## src/rtl/serial_chan_pkg.sv

```systemverilog
package serial_chan_pkg;
  localparam logic [3:0] A_MODE1 = 4'h0;
  localparam logic [3:0] A_MODE2 = 4'h1;
  localparam logic [3:0] A_TXPAR = 4'h4;
  localparam logic [3:0] A_TXTIM = 4'h5;
  localparam logic [3:0] A_RXPAR = 4'h6;
  localparam logic [3:0] A_RXTIM = 4'h7;
  localparam logic [3:0] A_MISC  = 4'hB;
  localparam logic [3:0] A_DATA  = 4'hC;
  localparam logic [3:0] A_STAT  = 4'hD;
  localparam logic [3:0] A_CMD   = 4'hF;

  localparam logic [7:0] CMD_TX_RST = 8'h00;
  localparam logic [7:0] CMD_RX_RST = 8'h40;
  localparam logic [7:0] CMD_TX_EN  = 8'h02;
  localparam logic [7:0] CMD_RX_EN  = 8'h42;

  localparam logic [3:0] BAUD_50   = 4'h0;
  localparam logic [3:0] BAUD_2000 = 4'hA;

  function automatic int unsigned div_of(input int unsigned ref_hz, input int unsigned rate);
    int unsigned d;
    d = ref_hz / (16 * rate);
    return (d == 0) ? 1 : d;
  endfunction
endpackage

```

## src/rtl/sc_fifo.sv

```systemverilog
module sc_fifo #(
  parameter int W     = 8,
  parameter int DEPTH = 4
) (
  input  logic         clk,
  input  logic         rst,
  input  logic         clr,
  input  logic         push,
  input  logic [W-1:0] din,
  input  logic         pop,
  output logic [W-1:0] dout,
  output logic         empty,
  output logic         full
);
  localparam int AW = (DEPTH > 1) ? $clog2(DEPTH) : 1;
  localparam int CW = AW + 1;

  logic [W-1:0]  mem [DEPTH];
  logic [AW-1:0] wp, rp;
  logic [CW-1:0] count;
  logic          do_push, do_pop;

  assign empty   = (count == '0);
  assign full    = (count == CW'(DEPTH));
  assign do_push = push && !full && !clr;
  assign do_pop  = pop && !empty && !clr;
  assign dout    = mem[rp];

  always_ff @(posedge clk) begin
    if (do_push) mem[wp] <= din;
  end

  always_ff @(posedge clk) begin
    if (rst || clr) begin
      wp    <= '0;
      rp    <= '0;
      count <= '0;
    end else begin
      if (do_push) wp <= (wp == AW'(DEPTH - 1)) ? '0 : wp + 1'b1;
      if (do_pop)  rp <= (rp == AW'(DEPTH - 1)) ? '0 : rp + 1'b1;
      case ({do_push, do_pop})
        2'b10:   count <= count + 1'b1;
        2'b01:   count <= count - 1'b1;
        default: count <= count;
      endcase
    end
  end

  assert_no_overflow_R7: assert property (@(posedge clk) disable iff (rst)
    count <= CW'(DEPTH));
  assert_full_write_ignored_R7: assert property (@(posedge clk) disable iff (rst)
    (full && push && !pop && !clr) |=> count == $past(count));
  assert_clear_empties_R5: assert property (@(posedge clk) disable iff (rst)
    clr |=> empty);
endmodule

```

## src/rtl/sc_baud.sv

```systemverilog
module sc_baud #(
  parameter int unsigned REF_HZ = 14_745_600
) (
  input  logic       clk,
  input  logic       rst,
  input  logic [3:0] code,
  output logic       tick
);
  import serial_chan_pkg::*;

  localparam int unsigned D_LOW  = div_of(REF_HZ, 50);
  localparam int unsigned D_MID  = div_of(REF_HZ, 2000);
  localparam int unsigned D_HIGH = div_of(REF_HZ, 9600);
  localparam int CNT_W = $clog2(D_LOW + 1);

  logic [CNT_W-1:0] cnt, lim;

  always_comb begin
    case (code)
      BAUD_50:   lim = CNT_W'(D_LOW - 1);
      BAUD_2000: lim = CNT_W'(D_MID - 1);
      default:   lim = CNT_W'(D_HIGH - 1);
    endcase
  end

  always_ff @(posedge clk) begin
    if (rst) begin
      cnt  <= '0;
      tick <= 1'b0;
    end else if (cnt >= lim) begin
      cnt  <= '0;
      tick <= 1'b1;
    end else begin
      cnt  <= cnt + 1'b1;
      tick <= 1'b0;
    end
  end

  assert_tick_spacing_R4: assert property (@(posedge clk) disable iff (rst)
    (tick && lim != '0 && $stable(code)) |=> !tick);
endmodule

```

## src/rtl/sc_tx.sv

```systemverilog
module sc_tx (
  input  logic       clk,
  input  logic       rst,
  input  logic       clr,
  input  logic       en,
  input  logic       tick,
  input  logic [1:0] len,
  input  logic       fifo_empty,
  input  logic [7:0] fifo_dout,
  output logic       fifo_pop,
  output logic       line
);
  logic       busy;
  logic [7:0] frame, nxt;
  logic [3:0] left, sub, ndata;
  logic       start;

  assign ndata    = 4'(len) + 4'd5;
  assign start    = !busy && en && !fifo_empty && !clr;
  assign fifo_pop = start;

  always_comb begin
    nxt = '1;
    for (int i = 0; i < 8; i++)
      if (i < int'(ndata)) nxt[i] = fifo_dout[i];
  end

  always_ff @(posedge clk) begin
    if (rst || clr) begin
      busy  <= 1'b0;
      line  <= 1'b1;
      frame <= '1;
      left  <= '0;
      sub   <= '0;
    end else if (!busy) begin
      if (start) begin
        busy  <= 1'b1;
        line  <= 1'b0;
        frame <= nxt;
        left  <= ndata + 4'd1;
        sub   <= '0;
      end
    end else if (tick) begin
      sub <= sub + 1'b1;
      if (sub == 4'd15) begin
        if (left == '0) begin
          busy <= 1'b0;
        end else begin
          line  <= frame[0];
          frame <= {1'b1, frame[7:1]};
          left  <= left - 1'b1;
        end
      end
    end
  end

  assert_reset_idles_line_R5: assert property (@(posedge clk) disable iff (rst)
    clr |=> (line && !busy));
  assert_disabled_no_start_R2: assert property (@(posedge clk) disable iff (rst)
    (!busy && !en) |=> (!busy && line));
endmodule

```

## src/rtl/sc_rx.sv

```systemverilog
module sc_rx (
  input  logic       clk,
  input  logic       rst,
  input  logic       clr,
  input  logic       en,
  input  logic       tick,
  input  logic [1:0] len,
  input  logic       line_in,
  input  logic       fifo_full,
  output logic       push,
  output logic [7:0] pdata,
  output logic       frame_err,
  output logic       overrun
);
  typedef enum logic [1:0] {S_IDLE, S_START, S_DATA, S_STOP} rx_state_e;

  rx_state_e  st;
  logic [3:0] sub, idx, ndata;
  logic [7:0] sh;

  assign ndata = 4'(len) + 4'd5;
  assign pdata = sh;

  always_ff @(posedge clk) begin
    if (rst || clr) begin
      st        <= S_IDLE;
      sub       <= '0;
      idx       <= '0;
      sh        <= '0;
      push      <= 1'b0;
      frame_err <= 1'b0;
      overrun   <= 1'b0;
    end else begin
      push <= 1'b0;
      if (push && fifo_full) overrun <= 1'b1;
      case (st)
        S_IDLE: begin
          sub <= '0;
          if (en && !line_in) st <= S_START;
        end
        S_START: if (tick) begin
          sub <= sub + 1'b1;
          if (sub == 4'd7) begin
            if (!line_in) begin
              st  <= S_DATA;
              sub <= '0;
              idx <= '0;
              sh  <= '0;
            end else begin
              st <= S_IDLE;
            end
          end
        end
        S_DATA: if (tick) begin
          sub <= sub + 1'b1;
          if (sub == 4'd15) begin
            sh[idx[2:0]] <= line_in;
            idx <= idx + 1'b1;
            if (idx == ndata - 4'd1) st <= S_STOP;
          end
        end
        default: if (tick) begin
          sub <= sub + 1'b1;
          if (sub == 4'd15) begin
            st   <= S_IDLE;
            push <= 1'b1;
            if (!line_in) frame_err <= 1'b1;
          end
        end
      endcase
    end
  end

  assert_overrun_flag_R8: assert property (@(posedge clk) disable iff (rst)
    (push && fifo_full && !clr) |=> overrun);
  assert_disabled_stays_idle_R6: assert property (@(posedge clk) disable iff (rst)
    (st == S_IDLE && !en) |=> (st == S_IDLE && !push));
endmodule

```

## src/rtl/serial_chan.sv

```systemverilog
module serial_chan #(
  parameter int unsigned REF_HZ     = 14_745_600,
  parameter int          FIFO_DEPTH = 4
) (
  input  logic       clk,
  input  logic       rst,
  input  logic       bus_wr,
  input  logic       bus_rd,
  input  logic [3:0] bus_addr,
  input  logic [7:0] bus_wdata,
  output logic [7:0] bus_rdata,
  input  logic       rxd,
  output logic       txd,
  output logic       rts_out,
  output logic       tx_rdy,
  output logic       rx_rdy
);
  import serial_chan_pkg::*;

  logic [7:0] mode1, mode2, txpar, txtim, rxpar, rxtim, misc;
  logic       tx_en, rx_en;
  logic       cmd_wr, tx_clr, rx_clr;
  logic       tx_push, tx_pop, tx_empty, tx_full;
  logic [7:0] tx_dout;
  logic       rx_push, rx_pop, rx_empty, rx_full;
  logic [7:0] rx_dout, rx_pdata;
  logic       tx_tick, rx_tick, tx_line, rx_line;
  logic       rxd_s1, rxd_s2, frame_err, overrun, loop;

  assign cmd_wr  = bus_wr && (bus_addr == A_CMD);
  assign tx_clr  = cmd_wr && (bus_wdata == CMD_TX_RST);
  assign rx_clr  = cmd_wr && (bus_wdata == CMD_RX_RST);
  assign tx_push = bus_wr && (bus_addr == A_DATA);
  assign rx_pop  = bus_rd && (bus_addr == A_DATA);
  assign loop    = mode2[7];
  assign rx_line = loop ? tx_line : rxd_s2;
  assign txd     = loop ? 1'b1 : tx_line;
  assign rts_out = misc[0];

  always_ff @(posedge clk) begin
    if (rst) begin
      mode1 <= '0; mode2 <= '0; txpar <= '0; txtim <= '0;
      rxpar <= '0; rxtim <= '0; misc  <= '0;
      tx_en <= 1'b0; rx_en <= 1'b0;
    end else if (bus_wr) begin
      case (bus_addr)
        A_MODE1: mode1 <= bus_wdata;
        A_MODE2: mode2 <= bus_wdata;
        A_TXPAR: txpar <= bus_wdata;
        A_TXTIM: txtim <= bus_wdata;
        A_RXPAR: rxpar <= bus_wdata;
        A_RXTIM: rxtim <= bus_wdata;
        A_MISC:  misc  <= bus_wdata;
        A_CMD: begin
          case (bus_wdata)
            CMD_TX_RST: tx_en <= 1'b0;
            CMD_RX_RST: rx_en <= 1'b0;
            CMD_TX_EN:  tx_en <= 1'b1;
            CMD_RX_EN:  rx_en <= 1'b1;
            default:    ;
          endcase
        end
        default: ;
      endcase
    end
  end

  always_ff @(posedge clk) begin
    if (rst) begin
      bus_rdata <= '0;
      tx_rdy    <= 1'b0;
      rx_rdy    <= 1'b0;
      rxd_s1    <= 1'b1;
      rxd_s2    <= 1'b1;
    end else begin
      rxd_s1 <= rxd;
      rxd_s2 <= rxd_s1;
      tx_rdy <= misc[4] ? tx_empty : !tx_full;
      rx_rdy <= !rx_empty;
      if (bus_rd) begin
        case (bus_addr)
          A_MODE1: bus_rdata <= mode1;
          A_MODE2: bus_rdata <= mode2;
          A_TXPAR: bus_rdata <= txpar;
          A_TXTIM: bus_rdata <= txtim;
          A_RXPAR: bus_rdata <= rxpar;
          A_RXTIM: bus_rdata <= rxtim;
          A_MISC:  bus_rdata <= misc;
          A_DATA:  bus_rdata <= rx_empty ? 8'h00 : rx_dout;
          A_STAT:  bus_rdata <= {2'b00, rx_en, tx_en, overrun, frame_err, tx_full, !rx_empty};
          default: bus_rdata <= 8'h00;
        endcase
      end
    end
  end

  sc_fifo #(.W(8), .DEPTH(FIFO_DEPTH)) u_tx_fifo (
    .clk(clk), .rst(rst), .clr(tx_clr), .push(tx_push), .din(bus_wdata),
    .pop(tx_pop), .dout(tx_dout), .empty(tx_empty), .full(tx_full));

  sc_fifo #(.W(8), .DEPTH(FIFO_DEPTH)) u_rx_fifo (
    .clk(clk), .rst(rst), .clr(rx_clr), .push(rx_push), .din(rx_pdata),
    .pop(rx_pop), .dout(rx_dout), .empty(rx_empty), .full(rx_full));

  sc_baud #(.REF_HZ(REF_HZ)) u_tx_baud (
    .clk(clk), .rst(rst), .code(txtim[3:0]), .tick(tx_tick));

  sc_baud #(.REF_HZ(REF_HZ)) u_rx_baud (
    .clk(clk), .rst(rst), .code(rxtim[3:0]), .tick(rx_tick));

  sc_tx u_tx (
    .clk(clk), .rst(rst), .clr(tx_clr), .en(tx_en), .tick(tx_tick),
    .len(txpar[1:0]), .fifo_empty(tx_empty), .fifo_dout(tx_dout),
    .fifo_pop(tx_pop), .line(tx_line));

  sc_rx u_rx (
    .clk(clk), .rst(rst), .clr(rx_clr), .en(rx_en), .tick(rx_tick),
    .len(rxpar[1:0]), .line_in(rx_line), .fifo_full(rx_full),
    .push(rx_push), .pdata(rx_pdata), .frame_err(frame_err), .overrun(overrun));

  assert_tx_reset_disables_R5: assert property (@(posedge clk) disable iff (rst)
    tx_clr |=> (!tx_en && tx_empty));
  assert_rx_reset_clears_R6: assert property (@(posedge clk) disable iff (rst)
    rx_clr |=> (!rx_en && rx_empty && !overrun && !frame_err));
endmodule

```

## config.mk

```make
export PLATFORM = sky130hd
export DESIGN_NAME = serial_chan
export DESIGN_NICKNAME = d
export VERILOG_FILES = /design/src/rtl/serial_chan_pkg.sv /design/src/rtl/sc_fifo.sv /design/src/rtl/sc_baud.sv /design/src/rtl/sc_tx.sv /design/src/rtl/sc_rx.sv /design/src/rtl/serial_chan.sv
export SDC_FILE = /design/constraint.sdc
export NUM_CORES = 1
export LEC_CHECK = 0
export ABC_AREA = 1
export BUFFER_PORTS_ARGS = -buffer_cell sky130_fd_sc_hd__buf_4
export CAP_MARGIN = 25
export CORE_ASPECT_RATIO = 1.25
export CORE_MARGIN = 1.5
export CORE_UTILIZATION = 30
export CTS_CLUSTER_SIZE = 30
export DETAILED_ROUTE_END_ITERATION = 8
export HOLD_SLACK_MARGIN = 0.08
export PLACE_DENSITY = 0.5
export SLEW_MARGIN = 30
export SYNTH_ARGS = -nofsm -noshare
export SYNTH_HDL_FRONTEND = slang
export SYNTH_SLANG_ARGS = --single-unit
```

## constraint.sdc

```tcl
create_clock -name clk -period 6 [get_ports clk]
set_input_delay 0.9 -clock clk [delete_from_list [all_inputs] [get_ports clk]]
set_output_delay 0.9 -clock clk [all_outputs]
set_load 0.01 [all_outputs]
```

==> flow_summary.ini, run 1 <==
[timing]
hold_viol = 0
finalSetupViolCount = 0
fin_skew_ns = 0.0162
fin_crit_ns = 2.76
tightest_slew_ns = 0.892
layout_worst_path_cycle_share_pct = 45.9
maxSlewViolCount = 0
fin_setup_tns_ns = 0
max-slew-margin-rel_pct = 40.3
clock.fmax_mhz = 363
rsz0062_at_grt = no

[cells_and_area]
antenna_cells = 0
fillers = 3573
regArea_sq_mm = 0.00510
multi_input_comb_area_sq_mm = 0.00470
final_core_util_pct = 34.6
fin_area_sq_mm = 0.0120
area_growth_pct = 13.6
drive_gt1_share_pct = 7.44
final_cell_count_no_fill = 1812
fin_nets = 1389

[clocking]
postCtsSetupBuffers = 0
htree_levels = 1
numCtsBuffers = 25
clock-sinks = 223
cts.clk_slew.worst_paths_ns = 0.06
ctsResizeCount = 0
cts_tree = done
clock_latency_ns = 0.54
cts_buffer_depth = 3
cts-root-buf = clkbuf_16
postCtsHoldBufs = 0

[placement]
port_buffers = 28
dp.cells = 1766
finalWeightedCongestion = 0.825
place_area_sq_mm = 0.0111
hpwl_mm = 19.3

[synthesis]
syn-instance-count = 1315
netlist_area_sq_mm = 0.0105
ys.flop_type = dfxtp_1
synth_edf_count = 64
syn_area_per_cell_sq_um = 8.00
yosys_warnings = 0
async_flop_share_pct = 0
synth_common_cells = nand2_1 (250), nor2_1 (160), dfxtp_1 (159)
synth.most_common_cell = nand2_1
synth_area_leaders = dfxtp_1 (30%), edfxtp_1 (18%), nand2_1 (8.9%), nor2_1 (5.7%), nand3_1 (5.6%)
synth_nets = 1379
seq_area_frac_synth_pct = 48.5
synth_top_area_share_pct = 30.2
synth_top_area_cell = dfxtp_1
yosys_register_bits = 223
yosysUniqueCellTypes = 42

[worst_hold_path]
hold_path.startpoint = rxd_s1$_SDFF_PP1_
hold_path.class = flip-flop to flip-flop

[power_and_ir_drop]
ir_worst_vdd_v = 0.000150
finalPower_w = 0.00327
p_leak_nw = 4.64
power.density_mw_per_mm2 = 273

[worst_setup_path]
crit_fanout = 19
cp.arrival_ns = 3.18
path_delay_family = buffers and inverters
path_cells = inv_1, nand2_1, a31oi_2, nand2_4, inv_1, ha_1, inv_1, fa_1, a21oi_1, o21ai_0, xor2_1, nor2_1
cp-start-kind = flip-flop
cpPeakStageDelay_ns = 0.51
path_buf_inv = 3
path_class = flip-flop to flip-flop
critPathMostFrequentCell = inv_1
startpoint = u_tx.busy$_SDFF_PP0_
critPathRequiredTime_ns = 6.43
cp_slowest_cell = dfxtp_1
r2r-start = u_tx.busy$_SDFF_PP0_
worstSetupEndpointType = flip-flop

[floorplanning]
ioPinCount = 29
die_area_sq_mm = 0.0362
fp.dieW_um = 171
dieHeight_um = 212
core_area_sq_mm = 0.0345
rows = 76
start_util_pct = 30.5

[detailed_routing]
dr.pass1.iters = 5
drc = 0
wirelength_mm = 27.0
num_vias = 8476
first_iter_violations = 685
viasPerCell = 4.68
postRouteAntennaNets = 0
drt-wirelength-per-cell_um = 14.9

[grt]
grt_pass1_vias = 8074
antenna_found_initial = 0
grt_pass1_wl_mm = 43.6
grt.total_usage_pct = 15.4
grt_max_degree = 35
gr-total-overflow = 0

[run_status]
run_status = complete, no violations

[run]
cap_violations = 0
## metal layers
layer | wire length, um | track usage, % | up-vias
met5 | 0 | 0 | -
met4 | 485 | 4.18 | 0
met3 | 1090 | 2.16 | 32
met2 | 12800 | 26.1 | 151
met1 | 12600 | 20.3 | 3932
li1 | - | - | 4361
## cell type report
type / count / share of cell area, %
Clock buffer: 38 / 6.15
Clock inverter: 8 / 0.973
Inverter: 134 / 4.21
Multi-Input combinational cell: 912 / 39.3
Sequential cell: 223 / 42.7
Tap cell: 468 / 4.90
Timing Repair Buffer: 29 / 1.82
## worst reg2reg max path, stage by stage (launching register included)
cell and delay, ns:
dfxtp_1 0.51, inv_1 0.50, nand2_1 0.13, a31oi_2 0.28, nand2_4 0.11, inv_1 0.11
ha_1 0.15, inv_1 0.07, fa_1 0.37, a21oi_1 0.13, o21ai_0 0.10, xor2_1 0.14
nor2_1 0.05
## state kept, by name, summed over array words and instances, names as in the netlist, 4 cells and up, named ones only
signal	count
bus_rdata	8
misc	8
mode1	8
mode2	8
rxpar	8
rxtim	8
txpar	8
txtim	8
u_rx.idx	4
u_rx.pdata	8
u_rx.sub	4
u_rx_baud.cnt	15
u_rx_fifo.mem	32
u_tx.frame	8
u_tx.left	4
u_tx.sub	4
u_tx_baud.cnt	15
u_tx_fifo.mem	32
## logic make-up after synthesis
kind of cell,synth area share [%]
buffers and inverters,6.92
flip-flops,48.5
adder cells (fa/ha/maj),5.73
multiplexers,0.0951
XOR/XNOR,2.66
AO/OA/AOI/OAI,11.7
AND/OR/NAND/NOR,24.4
## per-stage QoR
step | setup WS, ns | hold slack [ns]
2_1_floorplan | 3.46 | 0.389
3_3_place_gp | 3.08 | 0.406
3_5_place_dp | 3.00 | 0.406
4_1_cts | 3.23 | 0.419
5_1_grt | 2.97 | 0.428
6_report | 3.24 | 0.420
## worst paths after layout
kind / end / slack [ns] / cells after the start
worst max register to register: u_tx_fifo.count[2]$_SDFFE_PP0P_ / 3.24 / 12
worst max-delay path: u_tx_fifo.count[2]$_SDFFE_PP0P_ / 3.24 / 12
worst min-delay path: rxd_s2$_SDFF_PP1_ / 0.42 / 1
worst min register to register: rxd_s2$_SDFF_PP1_ / 0.42 / 1
## power by group
group          total, W  internal, W  switching, W
registers       0.00157      0.00156    0.00000858
logic          0.000113    0.0000313     0.0000822
clock network   0.00159     0.000971      0.000615
## placed cells by master (no fill, tap or decap), types with 6 or more instances in the layout
master,count
nor2_2,10
nand3_1,117
inv_1,130
a21oi_1,113
or2_2,7
nor2_1,158
buf_4,29
clkbuf_8,6
nand4_1,24
dfxtp_1,159
nand2_1,250
clkbuf_1,6
ha_1,45
clkbuf_16,25
xnor2_1,10
o21ai_0,106
edfxtp_1,64
nor3_1,14
xor2_1,22
Note: power is estimated with default switching activity, not from simulation.
==> run 2: changes to the inputs <==
--- a/config.mk
+++ b/config.mk
@@ -14,7 +14,7 @@
 export CTS_CLUSTER_SIZE = 30
 export DETAILED_ROUTE_END_ITERATION = 8
 export HOLD_SLACK_MARGIN = 0.08
-export PLACE_DENSITY = 0.5
+export PLACE_DENSITY = 0.52
 export SLEW_MARGIN = 30
 export SYNTH_ARGS = -nofsm -noshare
 export SYNTH_HDL_FRONTEND = slang
==> constraint.sdc (replaced) <==
create_clock -name clk -period 2.2 [get_ports clk]
set_input_delay 0.33 -clock clk [delete_from_list [all_inputs] [get_ports clk]]
set_output_delay 0.33 -clock clk [all_outputs]
set_load 0.01 [all_outputs]
==> run 2 against run 1 <==
Compared with the run above: hold slack worse by 0.29 ns; largest cell class unchanged; via count increased by 2.7%; power rose to 2.7 times the previous value; core utilization increased by 1.6 points; flip-flop and latch count unchanged.
==> flow_summary.ini, run 2 (synthesis gave the netlist of run 1 again) <==
[placement]
hpwl_mm = 19.6
place_area_sq_mm = 0.0116
finalWeightedCongestion = 0.816
port_buffers = 28
dp_slack_ns = -0.0308
dp.cells = 1829

[detailed_routing]
drc = 0
dr.pass1.iters = 5
first_iter_violations = 521
drt-wirelength-per-cell_um = 14.6
num_vias = 8707
wirelength_mm = 27.5
viasPerCell = 4.63
postRouteAntennaNets = 0

[cells_and_area]
drive_gt1_share_pct = 12.4
final_cell_count_no_fill = 1881
multi_input_comb_area_sq_mm = 0.00473
final_common_cell = nand2_1
mostFrequentLayoutCells = nand2_1 (249), dfxtp_1 (158), nor2_1 (157)
fin_area_sq_mm = 0.0125
fin_nets = 1457
regArea_sq_mm = 0.00511
fillers = 3587
area_growth_pct = 18.7
top_regs = u_rx_fifo.mem x32, u_tx_fifo.mem x32
antenna_cells = 0
final_core_util_pct = 36.2

[worst_setup_path]
cp.arrival_ns = 2.49
critPathRequiredTime_ns = 2.63
path_buf_inv = 2
r2r_slack_ns = 0.16
cp-start-kind = input port
path_delay_family = buffers and inverters
crit_fanout = 7
cpPeakStageDelay_ns = 0.54
worstSetupEndpointType = flip-flop
r2r-end = u_rx_fifo.count[2]$_SDFFE_PP0P_
r2r-start = u_rx_fifo.count[1]$_SDFFE_PP0P_
ff2ff_path_depth = 9
path_cells = dlygate4sd3_1, buf_4, nand3_1, nor2_1, nand2_2, nand2_2, ha_1, fa_1, o21ai_0, xor2_1, nor2_1
path_class = input port to flip-flop
cp_slowest_cell = dlygate4sd3_1

[floorplanning]
rows = 76
start_util_pct = 30.5
dieHeight_um = 212
ioPinCount = 29
core_area_sq_mm = 0.0345
fp.dieW_um = 171
die_area_sq_mm = 0.0362

[grt]
grt.total_usage_pct = 15.7
grt_max_degree = 48
antenna_found_initial = 0
gr-total-overflow = 0
grt_pass1_vias = 8363
grt_pass1_wl_mm = 44.7

[power_and_ir_drop]
ir_worst_vdd_v = 0.000553
power.density_mw_per_mm2 = 707
p_leak_nw = 4.98

[clocking]
clock-sinks = 223
htree_levels = 1
cts_tree = done
clock_latency_ns = 0.55
numCtsBuffers = 26
cts.clk_slew.worst_paths_ns = 0.06
cts_buffer_depth = 3
cts-root-buf = clkbuf_16

[timing]
clock.fmax_mhz = 487
layout_worst_path_cycle_share_pct = 93.4
finalSetupViolCount = 0
maxSlewViolCount = 0
max-slew-margin-rel_pct = 65.5
tightest_slew_ns = 0.516
fin_crit_ns = 2.05
worst_slack_ns = 0.145
rsz0062_at_grt = no
hold_viol = 0
fin_skew_ns = 0.0157

[run]
cap_violations = 0

[worst_hold_path]
hold_path.class = input port to flip-flop
holdPathEnd = bus_rdata[5]$_SDFFE_PP0P_
holdPathStages = 3
hold_path.startpoint = bus_rd

[run_status]
run_status = complete, no violations
run 2: changes by cell type in the layout (fill, tap and decap cells not counted), moves of 2 or more:
| cell | before | now |
|---|---|---|
| and3_1 | 3 | 1 |
| buf_12 | 0 | 2 |
| buf_4 | 29 | 92 |
| clkbuf_1 | 6 | 4 |
| clkbuf_8 | 6 | 0 |
| clkinv_2 | 2 | 9 |
| dlygate4sd3_1 | 0 | 2 |
run 2: report_power, final:
| part | switching [W] | internal [W] |
|---|---|---|
| Sequential | 0.0000237 | 0.00425 |
| Combinational | 0.000245 | 0.000127 |
| Clock | 0.00178 | 0.00242 |
run 2: how the worst max path moves through the flow:
| stage | from | endpoint | slack [ns] | cells after the start |
|---|---|---|---|---|
| floorplan | u_rx_fifo.count[0]$_SDFFE_PP0P_ | u_rx_fifo.count[2]$_SDFFE_PP0P_ | 0.11 | 9 |
| global placement | bus_addr[2] | u_rx_fifo.count[2]$_SDFFE_PP0P_ | -0.01 | 12 |
| detailed placement | bus_addr[2] | u_rx_fifo.count[2]$_SDFFE_PP0P_ | -0.03 | 12 |
| CTS | rxtim[0]$_SDFFE_PP0P_ | u_rx_baud.cnt[8]$_SDFF_PP0_ | 0.05 | 10 |
| global route | txtim[2]$_SDFFE_PP0P_ | u_tx_baud.cnt[1]$_SDFF_PP0_ | 0.006 | 10 |
| finish | bus_wdata[6] | u_rx_fifo.count[2]$_SDFFE_PP0P_ | 0.15 | 11 |
run 2: layout make-up:
cell class / count / share of cell area (%)
inverters: 134 / 4.02
multi-input cells: 912 / 37.8
clock inverters: 18 / 1.26
repair buffers: 96 / 6.01
clock buffers: 30 / 5.33
flip-flops and latches: 223 / 40.9
well taps: 468 / 4.69
run 2: what timing repair did:
action,4_1_cts,5_1_grt
setup endpoints to repair,0,31
hold endpoints to repair,5,0
buffers inserted,0,2
hold buffers,2,0
resized for setup,0,11
run 2: per-stage QoR:
step | power [W] | hold slack [ns] | setup TNS [ns]
floorplan | 0.00455 | 0.389 | 0
global placement | 0.00473 | 0.397 | -0.0102
detailed placement | 0.00473 | 0.397 | -0.0308
CTS | 0.00898 | 0.104 | 0
global route | 0.00918 | 0.130 | 0
finish | 0.00884 | 0.125 | 0
run 2: worst min-delay path, cell delays in order:
cell and delay, ns:
buf_4 0.16, nand2_1 0.07, a21oi_1 0.06
run 2: routing by layer:
layer	part of all wire, %	vias to the layer above	track usage (%)
met2	48	121	26.9
met1	46	4051	20.5
met3	3.9	32	2.12
li1	-	4503	-
met5	0	-	0
met4	1.9	0	4.52
==> run 3: changes to the inputs <==
==> constraint.sdc (replaced) <==
create_clock -name clk -period 2.2 [get_ports clk]
set_input_delay 0 -clock clk [delete_from_list [all_inputs] [get_ports clk]]
set_output_delay 0 -clock clk [all_outputs]
set_load 0.01 [all_outputs]
==> run 3 against run 2 <==
Compared with the run above: maximum frequency fell by 2.1%; routed wire length down 0.31%; count of clock-buffer cells in the layout down 1.
==> flow_summary.ini, run 3 (synthesis gave the netlist of run 1 again) <==
[clocking]
numCtsBuffers = 25
cts_buffer_depth = 3
clock-sinks = 223
htree_levels = 1
cts_tree = done
cts.clk_slew.worst_paths_ns = 0.06
cts-root-buf = clkbuf_16
clock_latency_ns = 0.52

[floorplanning]
dieHeight_um = 212
ioPinCount = 29
fp.dieW_um = 171
rows = 76
die_area_sq_mm = 0.0362
core_area_sq_mm = 0.0345
start_util_pct = 30.5

[worst_setup_path]
path_class = input port to flip-flop
cp-start-kind = input port
cpPeakStageDelay_ns = 0.64
worstSetupEndpointType = flip-flop
r2r-start = u_tx_fifo.count[2]$_SDFFE_PP0P_
critPathMostFrequentCell = dlygate4sd3_1
r2r_slack_ns = 0.15
critPathRequiredTime_ns = 2.62
crit_fanout = 2
cp.arrival_ns = 2.52
ff2ff_path_depth = 11
cp_slowest_cell = dlygate4sd3_1
path_delay_family = buffers and inverters
path_cells = dlygate4sd3_1, buf_4, nor2_2, dlygate4sd3_1, nand4_1, dlygate4sd3_1, o32ai_1
r2r-end = u_tx_fifo.count[2]$_SDFFE_PP0P_
path_buf_inv = 4
startpoint = bus_wdata[2]

[power_and_ir_drop]
power.density_mw_per_mm2 = 724
pwr-share-clk_pct = 48.9
ir_worst_vdd_v = 0.000648
p_int_w = 0.00711
switchingPower_w = 0.00198
p_seq_share_pct = 47.0
p_comb_share_pct = 4.1
p_sw_share_pct = 21.8
p_leak_nw = 4.94

[timing]
finalSetupViolCount = 0
clock.fmax_mhz = 477
fin_skew_ns = 0.00730
tightest_slew_ns = 0.609
maxSlewViolCount = 0
worst_slack_ns = 0.102
max-slew-margin-rel_pct = 59.3
hold_viol = 0
fin_crit_ns = 2.10
layout_worst_path_cycle_share_pct = 95.4

[cells_and_area]
final_common_cell = nand2_1
drive_gt1_share_pct = 10.8
antenna_cells = 0
regArea_sq_mm = 0.00510
mostFrequentLayoutCells = nand2_1 (250), dfxtp_1 (159), nor2_1 (156)
multi_input_comb_area_sq_mm = 0.00475
area_growth_pct = 19.2
fillers = 3598
top_regs = u_rx_fifo.mem x32, u_tx_fifo.mem x32
fin_nets = 1451
final_cell_count_no_fill = 1873

[grt]
grt_pass1_vias = 8135
antenna_found_initial = 0
grt.total_usage_pct = 15.2
grt_max_degree = 28
gr-total-overflow = 0
grt_pass1_wl_mm = 43.5

[worst_hold_path]
holdPathStages = 4
hold_path.class = input port to flip-flop
holdPathEnd = bus_rdata[0]$_SDFFE_PP0P_
hold_path.startpoint = bus_rd

[detailed_routing]
num_vias = 8740
drt-wirelength-per-cell_um = 14.7
postRouteAntennaNets = 0
dr.pass1.iters = 8
wirelength_mm = 27.4
drc = 0
first_iter_violations = 730
viasPerCell = 4.67

[placement]
finalWeightedCongestion = 0.844
dp.cells = 1805
hpwl_mm = 19.4
port_buffers = 28
dp_slack_ns = 0.0603

[run]
cap_violations = 0

[run_status]
run_status = complete, no violations
## run 3: cell count changes in the layout (fill, tap and decap cells not counted), moves of 2 or more
| cell | change |
|---|---|
| clkbuf_8 | +2 |
| buf_12 | -2 |
| clkinv_1 | -2 |
| bufinv_16 | +3 |
| clkinvlp_4 | +2 |
| buf_4 | -23 |
| dlygate4sd3_1 | +20 |
| clkinv_2 | -2 |
| clkbuf_1 | -2 |
## run 3: per-stage QoR
stage / setup TNS (ns) / hold WS [ns] / power [W] / utilization [%] / instance area [sq um]
global route: -0.0618 / 0.359 / 0.00941 / 36.4 / 12500
CTS: 0 / 0.345 / 0.00920 / 36.2 / 12500
detailed placement: 0 / 0.191 / 0.00470 / 33.0 / 11400
floorplan: 0 / 0.0989 / 0.00455 / - / 10500
finish: 0 / 0.361 / 0.00909 / 36.4 / 12500
global placement: 0 / 0.186 / 0.00470 / 33.0 / 11400
## run 3: area by class of cell
cell class                 count  area share, %
sequential                   223           40.7
multi-input combinational    912           37.8
timing repair buffer          91           5.88
clock buffer                  29           5.26
tap                          468           4.67
inverter                     134           4.01
clock inverter                16           1.68
## run 3: worst max path at each step
stage | to | slack (ns) | depth (start not counted)
final | tx_en$_SDFFE_PP0P_ | 0.10 | 7
after global routing | u_rx_baud.cnt[13]$_SDFF_PP0_ | -0.03 | 9
after CTS | u_rx_fifo.count[2]$_SDFFE_PP0P_ | 0.04 | 9
after detailed placement | u_rx_fifo.count[2]$_SDFFE_PP0P_ | 0.06 | 9
after global placement | u_rx_fifo.count[2]$_SDFFE_PP0P_ | 0.11 | 10
after floorplan | u_rx_fifo.count[2]$_SDFFE_PP0P_ | 0.11 | 9
## run 3: power by group through the flow
stage	clock [W]	sequential, W	combinational (W)
CTS	0.00456	0.00427	0.000374
finish	0.00444	0.00427	0.000376
detailed placement	0	0.00436	0.000345
global route	0.00472	0.00427	0.000418
global placement	0	0.00436	0.000343
floorplan	0	0.00435	0.000193
## run 3: what timing repair did
action | CTS | global route
buffers inserted | 0 | 1
endpoints found under the setup margin | 0 | 34
hold buffers | 22 | 0
endpoints found under the hold margin | 107 | 0
resized for setup | 0 | 14
## run 3: tightest hold or removal path, delay by kind of cell
kind,cells,cell delay [ns]
buf+inv,2,0.71
simple gates,1,0.06
compound gates,1,0.05
## run 3: metal layers
layer  up-vias  wire length (um)  global-route usage [%]
met5         -                 0                       0
met4         0               493                    3.42
met3        39              1100                    1.94
met2       150             13100                    26.2
met1      4056             12800                    20.2
li1       4495                 -                       -
